**src/rtl/blu_pkg.sv**
```systemverilog
package blu_pkg;
  localparam int unsigned OPW = 5;
  localparam logic [OPW-1:0] OP_BRANCH = 5'd8;
  localparam logic [OPW-1:0] OP_BR_LINK = 5'd9;

  typedef enum logic [2:0] {
    TST_NEVER   = 3'd0,
    TST_ALWAYS  = 3'd1,
    TST_ZERO    = 3'd2,
    TST_NONZERO = 3'd3,
    TST_POS     = 3'd4,
    TST_NEG     = 3'd5,
    TST_RSV6    = 3'd6,
    TST_RSV7    = 3'd7
  } test_code_e;
endpackage

```
**src/rtl/blu_cond_eval.sv**
```systemverilog
module blu_cond_eval
  import blu_pkg::*;
#(
  parameter int unsigned XLEN = 32
) (
  input  logic [2:0]      cond_i,
  input  logic [XLEN-1:0] test_val_i,
  output logic            taken_o
);
  localparam int unsigned SIGN_BIT = XLEN - 1;

  logic is_zero;
  logic is_neg;

  assign is_zero = (test_val_i == '0);
  assign is_neg  = test_val_i[SIGN_BIT];

  always_comb begin
    unique case (test_code_e'(cond_i))
      TST_ALWAYS:  taken_o = 1'b1;
      TST_ZERO:    taken_o = is_zero;
      TST_NONZERO: taken_o = !is_zero;
      TST_POS:     taken_o = !is_neg;
      TST_NEG:     taken_o = is_neg;
      default:     taken_o = 1'b0; // never, plus reserved 6 and 7
    endcase
  end
endmodule

```
**src/rtl/blu_decode.sv**
```systemverilog
module blu_decode
  import blu_pkg::*;
(
  input  logic [OPW-1:0] opcode_i,
  output logic           is_branch_o,
  output logic           is_link_o
);
  always_comb begin
    is_branch_o = 1'b0;
    is_link_o   = 1'b0;
    if (opcode_i == OP_BRANCH) begin
      is_branch_o = 1'b1;
    end else if (opcode_i == OP_BR_LINK) begin
      is_branch_o = 1'b1;
      is_link_o   = 1'b1;
    end
  end
endmodule

```
**src/rtl/branch_link_unit.sv**
```systemverilog
module branch_link_unit
  import blu_pkg::*;
#(
  parameter int unsigned XLEN = 32
) (
  input  logic            clk,
  input  logic            rst_n,
  input  logic [4:0]      opcode_i,
  input  logic [2:0]      cond_i,
  input  logic [XLEN-1:0] test_val_i,
  input  logic [XLEN-1:0] target_val_i,
  input  logic [XLEN-1:0] pc_inc_i,
  output logic [XLEN-1:0] next_pc_o,
  output logic            pc_load_o,
  output logic            link_we_o,
  output logic [XLEN-1:0] link_data_o
);
  logic            taken;
  logic            is_branch;
  logic            is_link;

  logic [XLEN-1:0] pc_d;
  logic            pc_en;
  logic            load_d;
  logic            we_d;
  logic [XLEN-1:0] link_d;
  logic            link_en;

  blu_cond_eval #(.XLEN(XLEN)) u_cond (
    .cond_i     (cond_i),
    .test_val_i (test_val_i),
    .taken_o    (taken)
  );

  blu_decode u_dec (
    .opcode_i    (opcode_i),
    .is_branch_o (is_branch),
    .is_link_o   (is_link)
  );

  // Next state: target is taken from this cycle's read, ahead of the link write.
  always_comb begin
    pc_en   = is_branch;
    pc_d    = taken ? target_val_i : pc_inc_i;
    load_d  = is_branch && taken;
    we_d    = is_link;
    link_en = is_link;
    link_d  = pc_inc_i;
  end

  always_ff @(posedge clk or negedge rst_n) begin
    if (!rst_n) begin
      pc_load_o <= 1'b0;
      link_we_o <= 1'b0;
    end else begin
      pc_load_o <= load_d;
      link_we_o <= we_d;
    end
  end

  always_ff @(posedge clk or negedge rst_n) begin
    if (!rst_n) begin
      next_pc_o <= '0;
    end else if (pc_en) begin
      next_pc_o <= pc_d;
    end
  end

  always_ff @(posedge clk or negedge rst_n) begin
    if (!rst_n) begin
      link_data_o <= '0;
    end else if (link_en) begin
      link_data_o <= link_d;
    end
  end

  p_never_taken_r2: assert property (@(posedge clk) disable iff (!rst_n)
    ((opcode_i == OP_BRANCH || opcode_i == OP_BR_LINK) &&
     (cond_i == 3'd0 || cond_i == 3'd6 || cond_i == 3'd7)) |=> !pc_load_o);

  p_always_taken_r2: assert property (@(posedge clk) disable iff (!rst_n)
    ((opcode_i == OP_BRANCH || opcode_i == OP_BR_LINK) && cond_i == 3'd1)
    |=> (pc_load_o && next_pc_o == $past(target_val_i)));

  p_plain_no_link_r5: assert property (@(posedge clk) disable iff (!rst_n)
    (opcode_i == OP_BRANCH) |=> !link_we_o);

  p_link_always_r6: assert property (@(posedge clk) disable iff (!rst_n)
    (opcode_i == OP_BR_LINK) |=> (link_we_o && link_data_o == $past(pc_inc_i)));

  p_other_quiet_r8: assert property (@(posedge clk) disable iff (!rst_n)
    (opcode_i != OP_BRANCH && opcode_i != OP_BR_LINK) |=> (!pc_load_o && !link_we_o));

  p_fallthrough_r9: assert property (@(posedge clk) disable iff (!rst_n)
    ((opcode_i == OP_BRANCH || opcode_i == OP_BR_LINK) && cond_i == 3'd0)
    |=> (next_pc_o == $past(pc_inc_i)));
endmodule

```
**config.mk**
```make
export PLATFORM = sky130hd
export DESIGN_NAME = branch_link_unit
export DESIGN_NICKNAME = d
export VERILOG_FILES = /design/src/rtl/blu_pkg.sv /design/src/rtl/blu_cond_eval.sv /design/src/rtl/blu_decode.sv /design/src/rtl/branch_link_unit.sv
export SDC_FILE = /design/constraint.sdc
export NUM_CORES = 1
export LEC_CHECK = 0
export BUFFER_PORTS_ARGS = -buffer_cell sky130_fd_sc_hd__buf_2
export CAP_MARGIN = 20
export CORE_UTILIZATION = 35
export CTS_BUF_LIST = sky130_fd_sc_hd__clkbuf_8
export CTS_CLUSTER_DIAMETER = 100
export DETAILED_ROUTE_END_ITERATION = 8
export GPL_TIMING_DRIVEN = 1
export HOLD_SLACK_MARGIN = 0.1
export PLACE_DENSITY = 0.66
export SLEW_MARGIN = 20
export SYNTH_ARGS = -nofsm -noshare
export SYNTH_HDL_FRONTEND = slang
export SYNTH_HIERARCHICAL = 1
export SYNTH_SLANG_ARGS = --single-unit
```
**constraint.sdc**
```tcl
create_clock -name clk -period 1.76 [get_ports clk]
set_input_delay 0.176 -clock clk [delete_from_list [all_inputs] [get_ports clk]]
set_output_delay 0.176 -clock clk [all_outputs]
set_load 0.01 [all_outputs]
```
After elaboration in Yosys (flattened, before gate mapping)
Cells that the tools add are included.
{ "word_totals": {"register_bits": 66, "latch_bits": 0, "ram_bits": 0, "rom_bits": 0, "inputBits": 106, "mem_count": 0} }
{ "classes": {"addsub": 0, "multipliers": 0, "div": 0, "order_cmp": 0, "n_eq_ne": 7, "shifts": 0, "mux": 5, "bitwise_logic": 0, "reduce_logical": 4} }
{ "op_table": {"columns": ["op", "n"], "rows": [
  ["$logic_not A32 Y1", 1],
  ["$mux W32", 1],
  ["$eq A5 B4 Y1 const B", 2],
  ["$eq A3 B2 Y1 const B", 2],
  ["$eq A3 B3 Y1 const B", 2],
  ["$pmux W1 S5", 1],
  ["$eq A3 B1 Y1 const B", 1],
  ["$mux W1", 3],
  ["$logic_not A1 Y1", 2],
  ["$logic_and A1 B1 Y1", 1]
]} }

Longest topological paths before layout
Gate-level depths: netlist (run 1).
{ "logic_depth": {"depth_word": 4, "ltp_mapped": 8, "depth_no_buf": 6} }

By module
The synthesis (run 1) kept the hierarchy.
{ "by_module_without_submodules": {"columns": ["mod", "n_inst", "cells_per_inst", "area_each_um2", "seq_area_each_um2"], "rows": [
  ["branch_link_unit", 1, 210, 2806.4, 1651.6],
  ["blu_cond_eval", 1, 17, 112.6, 0.0],
  ["blu_decode", 1, 2, 30.0, 0.0]
]} }

Least setup slack after synthesis (run 1)
Ideal clock, no wire load.
{ "synth_timing": {"path_type": "in2reg", "startpoint": "input test_val_i[6]", "endpoint": "register next_pc_o[10]", "setup_time_ns": 0.126, "arrival_ns": 1.440, "required_ns": 1.634, "slack_ns": 0.194, "cell_stages": 8, "path_buffers": 2, "cell_sequence": "nor4_1 and4_1 nand4b_1 a2bb2oi_1 buf_6 buf_12 mux2i_1 a21oi_1"} }
{ "synth_between": {"elab_chain_len": 4} }
{ "synth_lines": {"columns": ["item", "line_no", "rtl"], "rows": [
  ["from (decl)", "branch_link_unit.sv:10", "input logic [XLEN-1:0] test_val_i,"],
  ["$logic_not A32 Y1 (*)", "blu_cond_eval.sv:15", "assign is_zero = (test_val_i == '0);"],
  ["$logic_not A1 Y1", "blu_cond_eval.sv:22", "TST_NONZERO: taken_o = !is_zero;"],
  ["$pmux W1 S5 (*)", "blu_cond_eval.sv:19", "unique case (test_code_e'(cond_i))"],
  ["via taken", "branch_link_unit.sv:18", "logic taken;"],
  ["$mux W32 (*)", "branch_link_unit.sv:44", "pc_d = taken ? target_val_i : pc_inc_i;"],
  ["to (signal assigned)", "branch_link_unit.sv:65", "next_pc_o <= pc_d;"],
  ["to (decl)", "branch_link_unit.sv:13", "output logic [XLEN-1:0] next_pc_o,"]
]} }
The timed path passes the listed nets; every way through them passes the cells marked *.
A chain may end at the register's enable or synchronous reset.

Worst setup path in the final report (run 1)
{ "layout_timing": {"startpoint": "input test_val_i[14]", "endpoint": "register next_pc_o[7]"} }
The elaborated chain is that of the path after synthesis.

==> impl_metrics.env, run 1 <==
export IMPL_outcome="complete, no violations"
export IMPL_leakage_nw=2.252
export IMPL_fp_dieH_um=93.79
export IMPL_power_per_cell_area_nw_per_um2=990.9
export IMPL_grt_pass1_vias=2564
export IMPL_syn_area_per_cell_um2=12.88
export IMPL_maxCapViolCount=0
export IMPL_ioPinCount=172
export IMPL_rsz0062_at_grt="no"
export IMPL_gp_congestion=0.8011
export IMPL_cts_resized=0
export IMPL_timing_hold_ws_ns=0.1505
export IMPL_postCtsHoldBufs=33
export IMPL_top_layer_used="met4"
export IMPL_r2r_setup_slack_ns=0.99
export IMPL_critPathMaxFanout=10
export IMPL_synth_nets=335
export IMPL_fin_tns_setup_ns=0
export IMPL_numCtsBuffers=9
export IMPL_clkLatencyLatePin_ns=0.33
export IMPL_place_port_buffers=171
export IMPL_relSlewSlack_pct=57.98
export IMPL_cp_required_ns=1.93
export IMPL_seq_area_frac_synth_pct=56.00
export IMPL_final_area_um2=4423
export IMPL_crit_path_end_kind="flip-flop"
export IMPL_slowest_stage="nor4_1"
export IMPL_n_antenna_cell=0
export IMPL_max_stage_delay_ns=0.38
export IMPL_cp_data_arrival_time_ns=1.85
export IMPL_met2_length_mm=3.869
export IMPL_clkTransAtPathRegs_ns=0.07
export IMPL_ys_warn_count=6
export IMPL_area_growth_pct=49.98
export IMPL_wl_met3_um=515
export IMPL_grt_pass1_wl_mm=11.81
export IMPL_cts_num_sinks=66
export IMPL_dr_pass1_iters=4
export IMPL_synth_cell_area_um2=2949
export IMPL_track_usage_pct=17.59
export IMPL_fin_crit_ns=1.680
export IMPL_num_vias=2577
export IMPL_holdCritPathClass="primary input to flip-flop"
export IMPL_synthCells=229
export IMPL_cts_tree="yes"
export IMPL_post_cts_buffers=0
export IMPL_drc=0
export IMPL_place_area_um2=3915
export IMPL_drt_total_wl_mm=7.482
export IMPL_grt_start_max_net_pins=67
export IMPL_wl_per_cell_um=13.73
export IMPL_finalSetupViolCount=0
export IMPL_nNetsFinal=543
export IMPL_chipWidth_um=93.79
export IMPL_drv_slew=0
export IMPL_max_freq_mhz=595.2
export IMPL_antenna_found_initial=0
export IMPL_peakVddDrop_v=0.0004884
export IMPL_cts_root_buf="clkbuf_8"
export IMPL_drtIter0Drc=62
export IMPL_antenna_left=0
export IMPL_met1Wirelength_mm=2.971
export IMPL_path_buf_inv=2
export IMPL_path_class="primary input to flip-flop"
export IMPL_vias_per_cell=4.728
export IMPL_dp_hpwl_mm=5.290
export IMPL_worst_pin_slew_ns=0.6303
export IMPL_drive_above_1_share_pct=52.05
export IMPL_hold_violations=0
export IMPL_coreArea_um2=8175
export IMPL_path_cells="buf_2 -> nor4_1 -> and4_1 -> nand4b_1 -> a2bb2oi_4 -> buf_4 -> mux2i_1 -> a21oi_1"
export IMPL_finalCritPeriodShare_pct=95.45
export IMPL_clk_path_buf_depth=2
export IMPL_grt_ovfl_total=0
export IMPL_fp_dieArea_um2=8797
export IMPL_filler_cell_count=746
export IMPL_skew_ns=0
export IMPL_cp_top_family="simple AND/OR/NAND/NOR gates"
export IMPL_startpoint_type="primary input"
export IMPL_start_util_pct=36.07
export IMPL_ys_ff_latch=66
export IMPL_synth_distinct_cells=19
export IMPL_htreeDepth=3
export IMPL_rows=33
cell usage in the layout, fill, tap and decap left out:
cell	instances
mux2i_1	32
buf_12	4
dlygate4sd3_1	33
a21oi_1	34
clkbuf_8	12
nor4b_4	1
inv_1	1
buf_4	4
dfrtp_1	66
and4_1	2
mux2_2	22
nor2_1	32
mux2_4	10
and2_2	1
clkinv_2	1
buf_2	171
and2_1	1
nor4_1	8
nand4b_1	1
clkinvlp_4	1
a2bb2oi_4	1
o21ai_0	1
and2b_2	1
worst min-delay path, delay by kind of cell:
kind,cells,cell delay (ns)
mux,1,0.05
compound gates,1,0.13
buf+inv,1,0.07
power breakdown:
part           internal [W]  switching (W)
Combinational      0.000648       0.000580
Clock              0.000609       0.000530
Sequential          0.00185       0.000165
Total               0.00311        0.00127
Yosys cell counts:
cell       count  area [um^2]
and2b_2        1        8.760
nand4b_1       1        8.760
buf_6          5        56.30
mux2_4        10        150.1
nor2_1        32        120.1
dfrtp_1       66         1652
nor4b_4        1        23.77
mux2_2        22        247.7
inv_1          1        3.750
o21ai_0        1        5.000
buf_2          6        30.03
a2bb2oi_1      1        8.760
mux2i_1       32        320.3
nor4_1         8        50.05
buf_12         3        60.06
and2_1         2        12.51
and4_1         2        17.52
a21oi_1       34        170.2
clkbuf_1       1        3.750
stage by stage:
step / power [W] / util (%) / setup slack [ns] / std cells
3_3_place_gp: 0.003198 / 47.89 / -0.2610 / 498
4_1_cts: 0.004451 / 54.10 / 0.1020 / 545
3_5_place_dp: 0.003233 / 47.89 / -0.2458 / 498
5_1_grt: 0.004660 / 54.10 / 0.01661 / 545
6_report: 0.004383 / 54.10 / 0.08003 / 545
2_1_floorplan: 0.002646 / - / 0.1943 / 229
state kept, by name (all words and copies together), names as in the netlist:
name and cells:
link_data_o 32, pc_load_o 1, next_pc_o 32, link_we_o 1
path summary, 6_finish.rpt:
path	start	end	cells after the start
hold / removal	target_val_i[8]	next_pc_o[8]	3
hold reg to reg	link_data_o[31]	link_data_o[31]	1
setup reg to reg	link_data_o[21]	link_data_o[21]	1
min in group asynchronous	rst_n	next_pc_o[16]	3
max in group asynchronous	rst_n	link_data_o[31]	3
setup / recovery	test_val_i[14]	next_pc_o[7]	8
kinds of logic (layout without fill, tap and decap cells):
group | after synthesis | after routing | share of synthesized area, %
flip-flops | 66 | 66 | 56.00
multiplexers | 64 | 64 | 24.35
AND/OR/NAND/NOR | 47 | 47 | 8.189
AO/OA/AOI/OAI | 36 | 36 | 6.237
buffers and inverters | 16 | 227 | 5.218
area by class of cell:
class / count / area [um^2] / share of cell area [%]
inverters: 1 / 3.754 / 0.08487
clock inverters: 2 / 12.51 / 0.2829
multi-input cells: 147 / 1162 / 26.28
well taps: 105 / 131.4 / 2.970
clock buffers: 12 / 165.2 / 3.734
repair buffers: 212 / 1296 / 29.31
flip-flops and latches: 66 / 1652 / 37.34
per-layer routing:
metal	track usage [%]	vias up
met5	0	-
met4	8.077	0
met3	4.531	14
met2	30.96	126
met1	19.81	1201
li1	-	1236
(Power assumes the default switching activity.)
==> run 2, diff against run 1 <==
--- a/config.mk
+++ b/config.mk
@@ -13,7 +13,7 @@
 export DETAILED_ROUTE_END_ITERATION = 8
 export GPL_TIMING_DRIVEN = 1
 export HOLD_SLACK_MARGIN = 0.1
-export PLACE_DENSITY = 0.66
+export PLACE_DENSITY = 0.7
 export SLEW_MARGIN = 20
 export SYNTH_ARGS = -nofsm -noshare
 export SYNTH_HDL_FRONTEND = slang
==> impl_metrics.env, run 2 (synthesized netlist as in run 1, its figures left out) <==
export IMPL_coreArea_um2=8175
export IMPL_numCtsBuffers=9
export IMPL_antenna_left=0
export IMPL_start_util_pct=36.07
export IMPL_leakage_nw=2.251
export IMPL_grt_ovfl_total=0
export IMPL_peakVddDrop_v=0.0004186
export IMPL_hold_depth=3
export IMPL_skew_ns=0
export IMPL_clkTransAtPathRegs_ns=0.07
export IMPL_rows=33
export IMPL_fp_dieH_um=93.79
export IMPL_seq_area_um2=1652
export IMPL_gp_congestion=0.8209
export IMPL_n_antenna_cell=0
export IMPL_cts_resized=0
export IMPL_fp_dieArea_um2=8797
export IMPL_vias_per_cell=4.655
export IMPL_min_to="next_pc_o[25]"
export IMPL_cts_tree="yes"
export IMPL_final_common_cell="buf_2"
export IMPL_cp_data_arrival_time_ns=1.86
export IMPL_path_class="primary input to flip-flop"
export IMPL_crit_reg2reg_launch="link_data_o[30]"
export IMPL_fin_crit_ns=1.685
export IMPL_multiInputGateArea_um2=1162
export IMPL_drv_slew=0
export IMPL_r2r_end="link_data_o[30]"
export IMPL_startpoint_type="primary input"
export IMPL_dr_pass1_iters=4
export IMPL_filler_cell_count=715
export IMPL_place_port_buffers=171
export IMPL_rsz0062_at_grt="no"
export IMPL_drc=0
export IMPL_cts_root_buf="clkbuf_8"
export IMPL_timing_hold_ws_ns=0.1415
export IMPL_finalSetupViolCount=0
export IMPL_drt_total_wl_mm=7.539
export IMPL_chipWidth_um=93.79
export IMPL_postCtsHoldBufs=33
export IMPL_ioPinCount=172
export IMPL_dp_hpwl_mm=5.195
export IMPL_crit_path_end_kind="flip-flop"
export IMPL_wl_per_cell_um=13.83
export IMPL_clkLatencyLatePin_ns=0.33
export IMPL_outcome="complete, no violations"
export IMPL_hold_violations=0
export IMPL_r2r_setup_slack_ns=0.98
export IMPL_final_cell_mix="buf_2 (171), dfrtp_1 (66), a21oi_1 (34)"
export IMPL_finalCritPeriodShare_pct=95.72
export IMPL_drtIter0Drc=81
export IMPL_top_regs="link_data_o: 32 flops, next_pc_o: 32 flops"
export IMPL_nNetsFinal=541
export IMPL_critPathMaxFanout=18
export IMPL_htreeDepth=3
export IMPL_relSlewSlack_pct=57.96
export IMPL_grt_pass1_vias=2621
export IMPL_power_w=0.004446
export IMPL_worst_pin_slew_ns=0.6307
export IMPL_antenna_found_initial=0
export IMPL_drive_above_1_share_pct=51.59
export IMPL_num_vias=2537
export IMPL_maxCapViolCount=0
export IMPL_r2r_cells=1
export IMPL_fin_tns_setup_ns=0
export IMPL_cp_required_ns=1.94
export IMPL_area_growth_pct=49.77
export IMPL_cts_num_sinks=66
export IMPL_hold_start="target_val_i[25]"
export IMPL_grt_pass1_wl_mm=11.90
export IMPL_holdCritPathClass="primary input to flip-flop"
export IMPL_post_cts_buffers=0
export IMPL_max_freq_mhz=593.6
export IMPL_power_per_cell_area_nw_per_um2=1007
export IMPL_placed_cells=496
export IMPL_grt_start_max_net_pins=67
export IMPL_clk_path_buf_depth=2
export IMPL_track_usage_pct=17.84
export IMPL_stdcell_count=545
==> run 2: worst max-delay path, cell delays in order <==
cell and delay (ns):
buf_2 0.10, nor4_1 0.35, and4_1 0.28, nand4b_1 0.17, a2bb2oi_4 0.26, buf_12 0.21
mux2i_1 0.21, a21oi_1 0.09
==> run 2: layer usage <==
metal  track usage (%)  part of all wire, %  vias to the layer above
li1                  -                    -                     1225
met1             20.18                   41                     1185
met2             32.24                   51                      114
met3             4.045                  6.5                       13
met4             7.179                  1.7                        0
met5                 0                    0                        -
==> run 2: cell type report <==
cell class	count	share of cell area, %
Sequential cell	66	37.39
Timing Repair Buffer	210	29.01
Multi-Input combinational cell	147	26.32
Tap cell	105	2.975
Clock buffer	9	2.805
Clock inverter	7	1.416
Inverter	1	0.08499
==> run 2: how the worst max path moves through the flow <==
stage          depth (start not counted)      startpoint       endpoint  slack, ns
4_1_cts                                8  test_val_i[31]  next_pc_o[14]       0.05
3_5_place_dp                           8  test_val_i[31]  next_pc_o[14]      -0.31
2_1_floorplan                          8   test_val_i[6]  next_pc_o[10]       0.19
6_report                               8  test_val_i[31]  next_pc_o[14]       0.08
5_1_grt                                8  test_val_i[31]  next_pc_o[14]      0.002
3_3_place_gp                           8  test_val_i[31]  next_pc_o[14]      -0.25
==> run 2: where the power goes <==
group	internal, W	switching, W	total [W]
clock network	0.000639	0.000563	0.00120
registers	0.00185	0.000171	0.00202
logic	0.000648	0.000575	0.00122
total	0.00314	0.00131	0.00445
==> run 2: per-stage QoR <==
stage	cell area (um^2)	setup slack, ns	util (%)
after detailed placement	3900	-0.3050	47.70
after floorplan	2949	0.1943	-
after CTS	4417	0.05195	54.03
after global routing	4417	0.002111	54.03
final	4417	0.07540	54.03
after global placement	3900	-0.2535	47.70
==> run 3, diff against run 2 <==
--- a/config.mk
+++ b/config.mk
@@ -13,7 +13,7 @@
 export DETAILED_ROUTE_END_ITERATION = 8
 export GPL_TIMING_DRIVEN = 1
 export HOLD_SLACK_MARGIN = 0.1
-export PLACE_DENSITY = 0.7
+export PLACE_DENSITY_LB_ADDON = 0.1
 export SLEW_MARGIN = 20
 export SYNTH_ARGS = -nofsm -noshare
 export SYNTH_HDL_FRONTEND = slang
==> impl_metrics.env, run 3 (synthesized netlist as in run 1, its figures left out) <==
export IMPL_grt_ovfl_total=0
export IMPL_drc=0
export IMPL_power_w=0.004515
export IMPL_startpoint_type="primary input"
export IMPL_final_cell_mix="buf_2 (171), dfrtp_1 (66), a21oi_1 (34)"
export IMPL_hold_violations=0
export IMPL_cts_root_buf="clkbuf_8"
export IMPL_drt_total_wl_mm=7.245
export IMPL_fp_dieArea_um2=8797
export IMPL_clkLatencyLatePin_ns=0.33
export IMPL_post_cts_buffers=0
export IMPL_hold_start="target_val_i[23]"
export IMPL_chipWidth_um=93.79
export IMPL_cp_required_ns=1.94
export IMPL_nNetsFinal=542
export IMPL_rsz0062_at_grt="no"
export IMPL_path_cells="buf_2 -> nor4_1 -> and4_1 -> nand4b_1 -> a2bb2oi_4 -> buf_12 -> mux2i_1 -> a21oi_1"
export IMPL_rows=33
export IMPL_htreeDepth=3
export IMPL_finalCritPeriodShare_pct=86.44
export IMPL_cts_tree="yes"
export IMPL_dr_pass1_iters=4
export IMPL_fin_tns_setup_ns=0
export IMPL_wl_per_cell_um=13.29
export IMPL_fp_dieH_um=93.79
export IMPL_r2r_setup_slack_ns=0.99
export IMPL_r2r_end="link_data_o[2]"
export IMPL_cts_resized=0
export IMPL_relSlewSlack_pct=57.42
export IMPL_grt_pass1_vias=2508
export IMPL_crit_reg2reg_launch="link_data_o[2]"
export IMPL_antenna_found_initial=0
export IMPL_numCtsBuffers=9
export IMPL_max_freq_mhz=657.3
export IMPL_crit_path_end_kind="flip-flop"
export IMPL_slowest_stage="nor4_1"
export IMPL_clkTransAtPathRegs_ns=0.07
export IMPL_pre_cts_ws_ns=-0.1413
export IMPL_gp_congestion=0.7545
export IMPL_cp_top_family="simple AND/OR/NAND/NOR gates"
export IMPL_hold_depth=3
export IMPL_fin_crit_ns=1.521
export IMPL_maxCapViolCount=0
export IMPL_grt_start_max_net_pins=67
export IMPL_drtIter0Drc=46
export IMPL_ioPinCount=172
export IMPL_start_util_pct=36.07
export IMPL_peakVddDrop_v=0.0006060
export IMPL_worst_pin_slew_ns=0.6387
export IMPL_path_class="primary input to flip-flop"
export IMPL_top_regs="link_data_o: 32 flops, next_pc_o: 32 flops"
export IMPL_place_port_buffers=171
export IMPL_fin_ws_ns=0.2387
export IMPL_leakage_nw=2.268
export IMPL_final_common_cell="buf_2"
export IMPL_min_to="next_pc_o[23]"
export IMPL_drv_slew=0
export IMPL_vias_per_cell=4.598
export IMPL_grt_pass1_wl_mm=11.55
export IMPL_holdCritPathClass="primary input to flip-flop"
export IMPL_outcome="complete, no violations"
export IMPL_cts_num_sinks=66
export IMPL_final_area_um2=4442
export IMPL_r2r_cells=1
export IMPL_finalSetupViolCount=0
export IMPL_num_vias=2506
export IMPL_place_area_um2=3908
export IMPL_drive_above_1_share_pct=51.82
export IMPL_postCtsHoldBufs=33
export IMPL_track_usage_pct=17.43
export IMPL_dp_hpwl_mm=5.050
export IMPL_power_per_cell_area_nw_per_um2=1016
export IMPL_skew_ns=0
export IMPL_critPathMaxFanout=17
export IMPL_max_stage_delay_ns=0.26
export IMPL_antenna_left=0
export IMPL_n_antenna_cell=0
export IMPL_area_growth_pct=50.62
export IMPL_coreArea_um2=8175
export IMPL_clk_path_buf_depth=2
export IMPL_path_buf_inv=2
export IMPL_cp_data_arrival_time_ns=1.70
==> run 3: report_power, final <==
| part | internal [W] | total, W | leakage [nW] | switching, W |
|---|---|---|---|---|
| logic | 0.000650 | 0.00122 | 1.38 | 0.000574 |
| clock network | 0.000755 | 0.00128 | 0.110 | 0.000525 |
| registers | 0.00185 | 0.00201 | 0.776 | 0.000160 |
==> run 3: how the worst max path moves through the flow <==
stage | startpoint | end | slack (ns) | depth (start not counted)
floorplan | test_val_i[6] | next_pc_o[10] | 0.19 | 8
global placement | test_val_i[22] | next_pc_o[15] | -0.07 | 8
detailed placement | test_val_i[31] | next_pc_o[17] | -0.14 | 8
CTS | test_val_i[31] | next_pc_o[17] | 0.23 | 8
global route | test_val_i[31] | next_pc_o[15] | 0.10 | 8
finish | test_val_i[31] | next_pc_o[17] | 0.24 | 8
==> run 3: final cells by class <==
| type | instances | area [um^2] |
|---|---|---|
| sequential | 66 | 1652 |
| tap | 105 | 131.4 |
| multi-input combinational | 147 | 1162 |
| inverter | 1 | 3.754 |
| clock inverter | 3 | 38.79 |
| fill | 747 | 3734 |
| clock buffer | 12 | 165.2 |
| timing repair buffer | 211 | 1289 |
==> run 3: per-stage QoR <==
stage          hold WS (ns)  std cells  utilization (%)
3_3_place_gp         0.2290        497            47.80
4_1_cts              0.1225        545            54.33
6_report             0.1419        545            54.33
5_1_grt              0.1474        545            54.33
3_5_place_dp         0.2233        497            47.80
2_1_floorplan       -0.1196        229                -
==> run 3: worst min-delay path: cells and delay by family <==
family                 cells  cell delay, ns
muxes                      1            0.05
buffers and inverters      1            0.07
AOI/OAI and AO/OA          1            0.13
==> run 3: metal layers <==
layer | up-vias | wire, um | GRT usage [%]
li1 | 1233 | - | -
met3 | 10 | 542 | 5.178
met2 | 104 | 3545 | 29.81
met5 | - | 0 | 0
met4 | 0 | 102 | 6.538
met1 | 1159 | 3056 | 20.55
